===== src/rtl/dpm_pkg.sv =====
package dpm_pkg;
  localparam int FRAME_W = 16;
  localparam int CODE_W  = 12;

  // request opcodes; bit 1 set means update both channels
  localparam logic [1:0] OP_WR_A = 2'd0;
  localparam logic [1:0] OP_WR_B = 2'd1;

  function automatic logic [FRAME_W-1:0] pack_word(
    input logic              to_a,
    input logic              spd,
    input logic              pd,
    input logic              hold_only,
    input logic [CODE_W-1:0] code
  );
    return {to_a, spd, pd, hold_only, code};
  endfunction
endpackage


===== src/rtl/dpm_timer.sv =====
module dpm_timer #(
  parameter int HALF = 2
) (
  input  logic clk,
  input  logic rst_n,
  input  logic restart,
  output logic expire
);
  localparam int W = (HALF < 2) ? 1 : $clog2(HALF);

  logic [W-1:0] cnt_q, cnt_d;

  always_comb begin
    cnt_d = cnt_q;
    if (restart)           cnt_d = W'(HALF - 1);
    else if (cnt_q != '0)  cnt_d = cnt_q - 1'b1;
  end

  always_ff @(posedge clk or negedge rst_n) begin
    if (!rst_n) cnt_q <= '0;
    else        cnt_q <= cnt_d;
  end

  assign expire = (cnt_q == '0);
endmodule


===== src/rtl/dpm_serializer.sv =====
module dpm_serializer
  import dpm_pkg::*;
#(
  parameter int HALF = 2
) (
  input  logic               clk,
  input  logic               rst_n,
  input  logic               start,
  input  logic [FRAME_W-1:0] word,
  output logic               idle,
  output logic               fin,
  output logic               sclk,
  output logic               cs_n,
  output logic               sdo
);
  localparam int BW = $clog2(FRAME_W);
  localparam logic [BW-1:0] LAST_BIT = BW'(FRAME_W - 1);

  typedef enum logic [2:0] {
    SR_IDLE, SR_LEAD, SR_LOW, SR_HIGH, SR_TAIL, SR_GAP1, SR_GAP2
  } sr_state_e;

  sr_state_e          st_q, st_d;
  logic [FRAME_W-1:0] sh_q, sh_d;
  logic [BW-1:0]      bit_q, bit_d;
  logic               sclk_q, sclk_d;
  logic               cs_q, cs_d;
  logic               fin_q, fin_d;
  logic               restart, expire;

  dpm_timer #(.HALF(HALF)) u_timer (
    .clk     (clk),
    .rst_n   (rst_n),
    .restart (restart),
    .expire  (expire)
  );

  always_comb begin
    st_d    = st_q;
    sh_d    = sh_q;
    bit_d   = bit_q;
    sclk_d  = sclk_q;
    cs_d    = cs_q;
    fin_d   = 1'b0;
    restart = 1'b0;
    unique case (st_q)
      SR_IDLE: if (start) begin
        sh_d    = word;
        bit_d   = '0;
        cs_d    = 1'b0;
        restart = 1'b1;
        st_d    = SR_LEAD;
      end
      SR_LEAD, SR_HIGH: if (expire) begin
        sclk_d  = 1'b0;
        restart = 1'b1;
        st_d    = SR_LOW;
      end
      SR_LOW: if (expire) begin
        sclk_d  = 1'b1;
        restart = 1'b1;
        if (bit_q == LAST_BIT) begin
          st_d = SR_TAIL;
        end else begin
          bit_d = bit_q + 1'b1;
          sh_d  = {sh_q[FRAME_W-2:0], 1'b0};
          st_d  = SR_HIGH;
        end
      end
      SR_TAIL: if (expire) begin
        cs_d    = 1'b1;
        restart = 1'b1;
        st_d    = SR_GAP1;
      end
      SR_GAP1: if (expire) begin
        restart = 1'b1;
        st_d    = SR_GAP2;
      end
      SR_GAP2: if (expire) begin
        fin_d = 1'b1;
        sh_d  = '0;
        st_d  = SR_IDLE;
      end
      default: st_d = SR_IDLE;
    endcase
  end

  always_ff @(posedge clk or negedge rst_n) begin
    if (!rst_n) begin
      st_q   <= SR_IDLE;
      sh_q   <= '0;
      bit_q  <= '0;
      sclk_q <= 1'b1;
      cs_q   <= 1'b1;
      fin_q  <= 1'b0;
    end else begin
      st_q   <= st_d;
      sh_q   <= sh_d;
      bit_q  <= bit_d;
      sclk_q <= sclk_d;
      cs_q   <= cs_d;
      fin_q  <= fin_d;
    end
  end

  assign idle = (st_q == SR_IDLE);
  assign fin  = fin_q;
  assign sclk = sclk_q;
  assign cs_n = cs_q;
  assign sdo  = sh_q[FRAME_W-1];
endmodule


===== src/rtl/dpm_sequencer.sv =====
module dpm_sequencer
  import dpm_pkg::*;
(
  input  logic               clk,
  input  logic               rst_n,
  input  logic               req_valid,
  output logic               req_ready,
  input  logic [1:0]         req_op,
  input  logic [CODE_W-1:0]  req_code_a,
  input  logic [CODE_W-1:0]  req_code_b,
  input  logic               req_fast,
  input  logic               req_pdown,
  input  logic               eng_fin,
  output logic               eng_start,
  output logic [FRAME_W-1:0] eng_word,
  output logic               done
);
  typedef enum logic [2:0] {
    SQ_IDLE, SQ_GO1, SQ_WAIT1, SQ_GO2, SQ_WAIT2
  } sq_state_e;

  sq_state_e         st_q, st_d;
  logic [1:0]        op_q;
  logic [CODE_W-1:0] a_q, b_q;
  logic              fast_q, pd_q;
  logic              spd_q, spd_d;
  logic              done_q, done_d;
  logic              cap_en;
  logic              both;

  assign both = op_q[1];

  always_comb begin
    st_d      = st_q;
    spd_d     = spd_q;
    done_d    = 1'b0;
    cap_en    = 1'b0;
    eng_start = 1'b0;
    eng_word  = '0;
    req_ready = 1'b0;
    unique case (st_q)
      SQ_IDLE: begin
        req_ready = 1'b1;
        if (req_valid) begin
          cap_en = 1'b1;
          st_d   = SQ_GO1;
        end
      end
      SQ_GO1: begin
        eng_start = 1'b1;
        if (both) begin
          // park B in the holding latch, keep the previous speed mode
          eng_word = pack_word(1'b0, spd_q, pd_q, 1'b1, b_q);
        end else begin
          spd_d = fast_q;
          if (op_q[0] == OP_WR_B[0])
            eng_word = pack_word(1'b0, fast_q, pd_q, 1'b0, b_q);
          else
            eng_word = pack_word(1'b1, fast_q, pd_q, 1'b0, a_q);
        end
        st_d = SQ_WAIT1;
      end
      SQ_WAIT1: if (eng_fin) begin
        if (both) begin
          st_d = SQ_GO2;
        end else begin
          done_d = 1'b1;
          st_d   = SQ_IDLE;
        end
      end
      SQ_GO2: begin
        eng_start = 1'b1;
        eng_word  = pack_word(1'b1, fast_q, pd_q, 1'b0, a_q);
        spd_d     = fast_q;
        st_d      = SQ_WAIT2;
      end
      SQ_WAIT2: if (eng_fin) begin
        done_d = 1'b1;
        st_d   = SQ_IDLE;
      end
      default: st_d = SQ_IDLE;
    endcase
  end

  always_ff @(posedge clk or negedge rst_n) begin
    if (!rst_n) begin
      st_q   <= SQ_IDLE;
      spd_q  <= 1'b0;
      done_q <= 1'b0;
    end else begin
      st_q   <= st_d;
      spd_q  <= spd_d;
      done_q <= done_d;
    end
  end

  always_ff @(posedge clk or negedge rst_n) begin
    if (!rst_n) begin
      op_q   <= OP_WR_A;
      a_q    <= '0;
      b_q    <= '0;
      fast_q <= 1'b0;
      pd_q   <= 1'b0;
    end else if (cap_en) begin
      op_q   <= req_op;
      a_q    <= req_code_a;
      b_q    <= req_code_b;
      fast_q <= req_fast;
      pd_q   <= req_pdown;
    end
  end

  assign done = done_q;
endmodule


===== src/rtl/dac_pair_master.sv =====
module dac_pair_master
  import dpm_pkg::*;
#(
  parameter int DIV_HALF = 2
) (
  input  logic        clk,
  input  logic        rst_n,
  input  logic        req_valid,
  output logic        req_ready,
  input  logic [1:0]  req_op,
  input  logic [11:0] req_code_a,
  input  logic [11:0] req_code_b,
  input  logic        req_fast,
  input  logic        req_pdown,
  output logic        done,
  output logic        dac_sclk,
  output logic        dac_cs_n,
  output logic        dac_sdo
);
  logic               rst_meta, rst_n_s;
  logic               eng_start, eng_fin, eng_idle;
  logic [FRAME_W-1:0] eng_word;

  // asynchronous assertion, synchronous release
  always_ff @(posedge clk or negedge rst_n) begin
    if (!rst_n) begin
      rst_meta <= 1'b0;
      rst_n_s  <= 1'b0;
    end else begin
      rst_meta <= 1'b1;
      rst_n_s  <= rst_meta;
    end
  end

  dpm_sequencer u_seq (
    .clk        (clk),
    .rst_n      (rst_n_s),
    .req_valid  (req_valid),
    .req_ready  (req_ready),
    .req_op     (req_op),
    .req_code_a (req_code_a),
    .req_code_b (req_code_b),
    .req_fast   (req_fast),
    .req_pdown  (req_pdown),
    .eng_fin    (eng_fin),
    .eng_start  (eng_start),
    .eng_word   (eng_word),
    .done       (done)
  );

  dpm_serializer #(.HALF(DIV_HALF)) u_ser (
    .clk   (clk),
    .rst_n (rst_n_s),
    .start (eng_start && eng_idle),
    .word  (eng_word),
    .idle  (eng_idle),
    .fin   (eng_fin),
    .sclk  (dac_sclk),
    .cs_n  (dac_cs_n),
    .sdo   (dac_sdo)
  );
endmodule


===== config.mk =====
export PLATFORM = sky130hd
export DESIGN_NAME = dac_pair_master
export DESIGN_NICKNAME = d
export VERILOG_FILES = /design/src/rtl/dpm_pkg.sv /design/src/rtl/dpm_timer.sv /design/src/rtl/dpm_serializer.sv /design/src/rtl/dpm_sequencer.sv /design/src/rtl/dac_pair_master.sv
export SDC_FILE = /design/constraint.sdc
export NUM_CORES = 1
export LEC_CHECK = 0
export ABC_CLOCK_PERIOD_IN_PS = 2100
export BUFFER_PORTS_ARGS = -buffer_cell sky130_fd_sc_hd__buf_2
export CAP_MARGIN = 20
export CORE_MARGIN = 2
export CORE_UTILIZATION = 35
export DETAILED_ROUTE_END_ITERATION = 8
export PLACE_DENSITY = 0.51
export SLEW_MARGIN = 40
export SYNTH_ARGS = -nofsm -noshare
export SYNTH_HDL_FRONTEND = slang
export SYNTH_SLANG_ARGS = --single-unit

===== constraint.sdc =====
create_clock -name clk -period 2.1 [get_ports clk]
set_input_delay 0.315 -clock clk [delete_from_list [all_inputs] [get_ports clk]]
set_output_delay 0.315 -clock clk [all_outputs]
set_load 0.02 [all_outputs]

==> out/metrics.cfg <==
[drt]
first_pass_iters=4
drt_iter0_markers=81
routed_wl_mm=5.426
ant_nets=0
vias=1944
drc=0
wl_per_cell_microns=13.95
vias_per_cell=4.997

[placed_design]
gp_congestion=0.7286
port_buffers=35
dpl.hpwl_mm=3.610
dp_slack_ps=423.0

[synthesis]
synth_flop_cell=dfrtp_1
synth_edf_count=0
async_flop_share=1.000
syn_nets=272
synth.area.top_cells=dfrtp_1 (52%), mux2_2 (16%), a22oi_1 (3.9%)
yosys_warnings=0
synth_top_area_cell=dfrtp_1
ys_types=43
syn_inst=240
synth-seq-cells=62
synth_top_area_frac=0.5220
synth.avg_cell_area_sq_um=11.99
netlist_area_sq_um=2877
ys_seq_area_frac=0.5402

[floorplanning]
die_h_microns=94.66
io_pins=36
floorplan.initialDensity=0.3554
rows=33
fp.dieArea_sq_um=8960
die_w_microns=94.66
coreArea_sq_um=8093

[clock_network]
cts_buffer_depth=2
cts_buffers=9
root_buffer=clkbuf_8
path_clk_slew_ps=80
cts_tree=yes
ctsResizeCount=0
htreeDepth=3
clock-sinks=62
clk_latency_ps=340
ctsHoldBuffers=1
cts_setup_buffers=0

[power]
power-per-cell-area_nw_per_um2=1552
totalPowerFinal_mw=5.184
vdd_drop_max_uv=707.2
p_leak_nw=1.428

[critical_path]
cp_max_fo=18
worstSetupStartpointType=flop
crit_type=reg -> reg
required_ps=2360
crit_path_end_kind=flop
worstPathArrival_ps=1960

[final_layout]
nNetsFinal=311
area_delta_synth_final_pct=16.09
num_antenna_cells=0
finish.utilization=0.4126
drive_above_1_share=0.3803

[sta]
fin_ws_ps=407.3
final_max_slew_viol_count=0
post-route-period-util=0.8060
setup_viol=0
fin_tns_setup_ps=0
fmax_mhz=590.8
hold_viol=0
skew_ps=7.483
rsz0062_at_grt=false
min_period_ps=1693

[global_routing]
antenna_found_initial=0
grt_pass1_vias=1982
track_usage=0.1390
grt_max_degree=50
grt-ovfl-total=0
grt_first_pass_wirelength_mm=9.542

[worst_hold_path]
min_path_type=reg -> async

[status]
status=complete, no violations

[run]
drv_cap=0

==> critical path, cell delays in order (launching register included) <==
cell and delay, ps:
dfrtp_1 420, ha_1 250, and4b_1 250, o32ai_4 260, buf_4 260, nor2_1 60, a21oi_1 130
==> final cells by class <==
type | instances | area [sq um]
multi-input combinational | 156 | 1176
sequential | 62 | 1555
clock buffer | 10 | 137.6
fill | 818 | 4753
tap | 105 | 131.4
timing repair buffer | 44 | 270.3
clock inverter | 6 | 46.29
inverter | 6 | 22.52
==> cell families (layout without fill, tap and decap cells) <==
family,Yosys count,in the layout,share of synthesized area
adder cells (fa/ha/maj),1,1,0.004349
other,1,1,0.001304
multiplexers,42,42,0.1640
AO/OA/AOI/OAI,59,59,0.1401
flip-flops,62,62,0.5402
AND/OR/NAND/NOR,53,53,0.09918
buffers and inverters,22,66,0.05090
==> flip-flops by register name, indices dropped and copies added, names as in the netlist <==
register and count:
u_ser.cs_n 1, rst_meta 1, u_seq.st_q 3, u_ser.sh_q 16, u_ser.st_q 3, u_seq.b_q 12
u_seq.spd_q 1, rst_n_s 1, u_ser.fin 1, u_seq.op_q 2, u_seq.a_q 12, u_ser.u_timer.cnt_q 1
u_seq.pd_q 1, u_seq.fast_q 1, u_ser.bit_q 4, u_ser.sclk 1, u_seq.done 1
==> cell usage in the layout, fill, tap and decap left out, types with 4 or more instances in the layout <==
cell / n
buf_2: 35
clkbuf_8: 10
a21oi_1: 20
buf_4: 6
a22oi_1: 15
dfrtp_1: 59
o21ai_0: 7
nand2b_1: 6
mux2_2: 41
nor2_1: 20
nand2_1: 5
inv_1: 6
o31ai_1: 4
==> stage by stage <==
step / hold WS (ps) / instances / area (sq um)
final: 148.8 / 389 / 3339
after global routing: 177.2 / 389 / 3339
after CTS: 158.2 / 389 / 3339
after detailed placement: 102.3 / 372 / 3146
after global placement: 100.7 / 372 / 3146
after floorplan: 19.41 / 240 / 2877
==> cell usage after synthesis, types with 2 or more instances <==
library cell	number
nand2_1	5
clkbuf_1	2
nand3b_1	2
dfrtp_1	60
buf_2	6
o21ai_0	7
a21oi_1	20
nand3_1	3
nor2_1	20
mux2_2	41
dfstp_2	2
nor3_1	3
o31ai_1	4
or3b_2	2
a22oi_1	15
a31oi_1	2
nand2b_1	6
buf_6	7
nor2b_1	3
o32ai_1	2
inv_1	6
==> layer usage <==
| metal | GRT usage | wire [microns] |
|---|---|---|
| met1 | 0.1673 | 2446 |
| met2 | 0.2317 | 2667 |
| met3 | 0.05108 | 221 |
| met4 | 0.04348 | 90 |
| met5 | 0 | 0 |
==> report_power, final <==
group / total [mW] / internal (mW) / switching (mW)
logic: 2.10 / 1.08 / 1.02
clock network: 0.959 / 0.465 / 0.493
registers: 2.12 / 1.76 / 0.362
==> final timing paths <==
check                           depth (start not counted)           start  slack [ps]       endpoint
worst max-delay path                                    6  u_ser.bit_q[0]         410  u_ser.sh_q[9]
worst min-delay path                                    0         rst_n_s         150   u_seq.a_q[5]
worst max register to register                          6  u_ser.bit_q[0]         410  u_ser.sh_q[9]
worst min register to register                          0         rst_n_s         150   u_seq.a_q[5]
max in group asynchronous                               1         rst_n_s        1350     u_ser.sclk
min in group clk                                        2   req_code_a[5]         200   u_seq.a_q[5]
No activity file was read; power rests on OpenSTA's default activity.
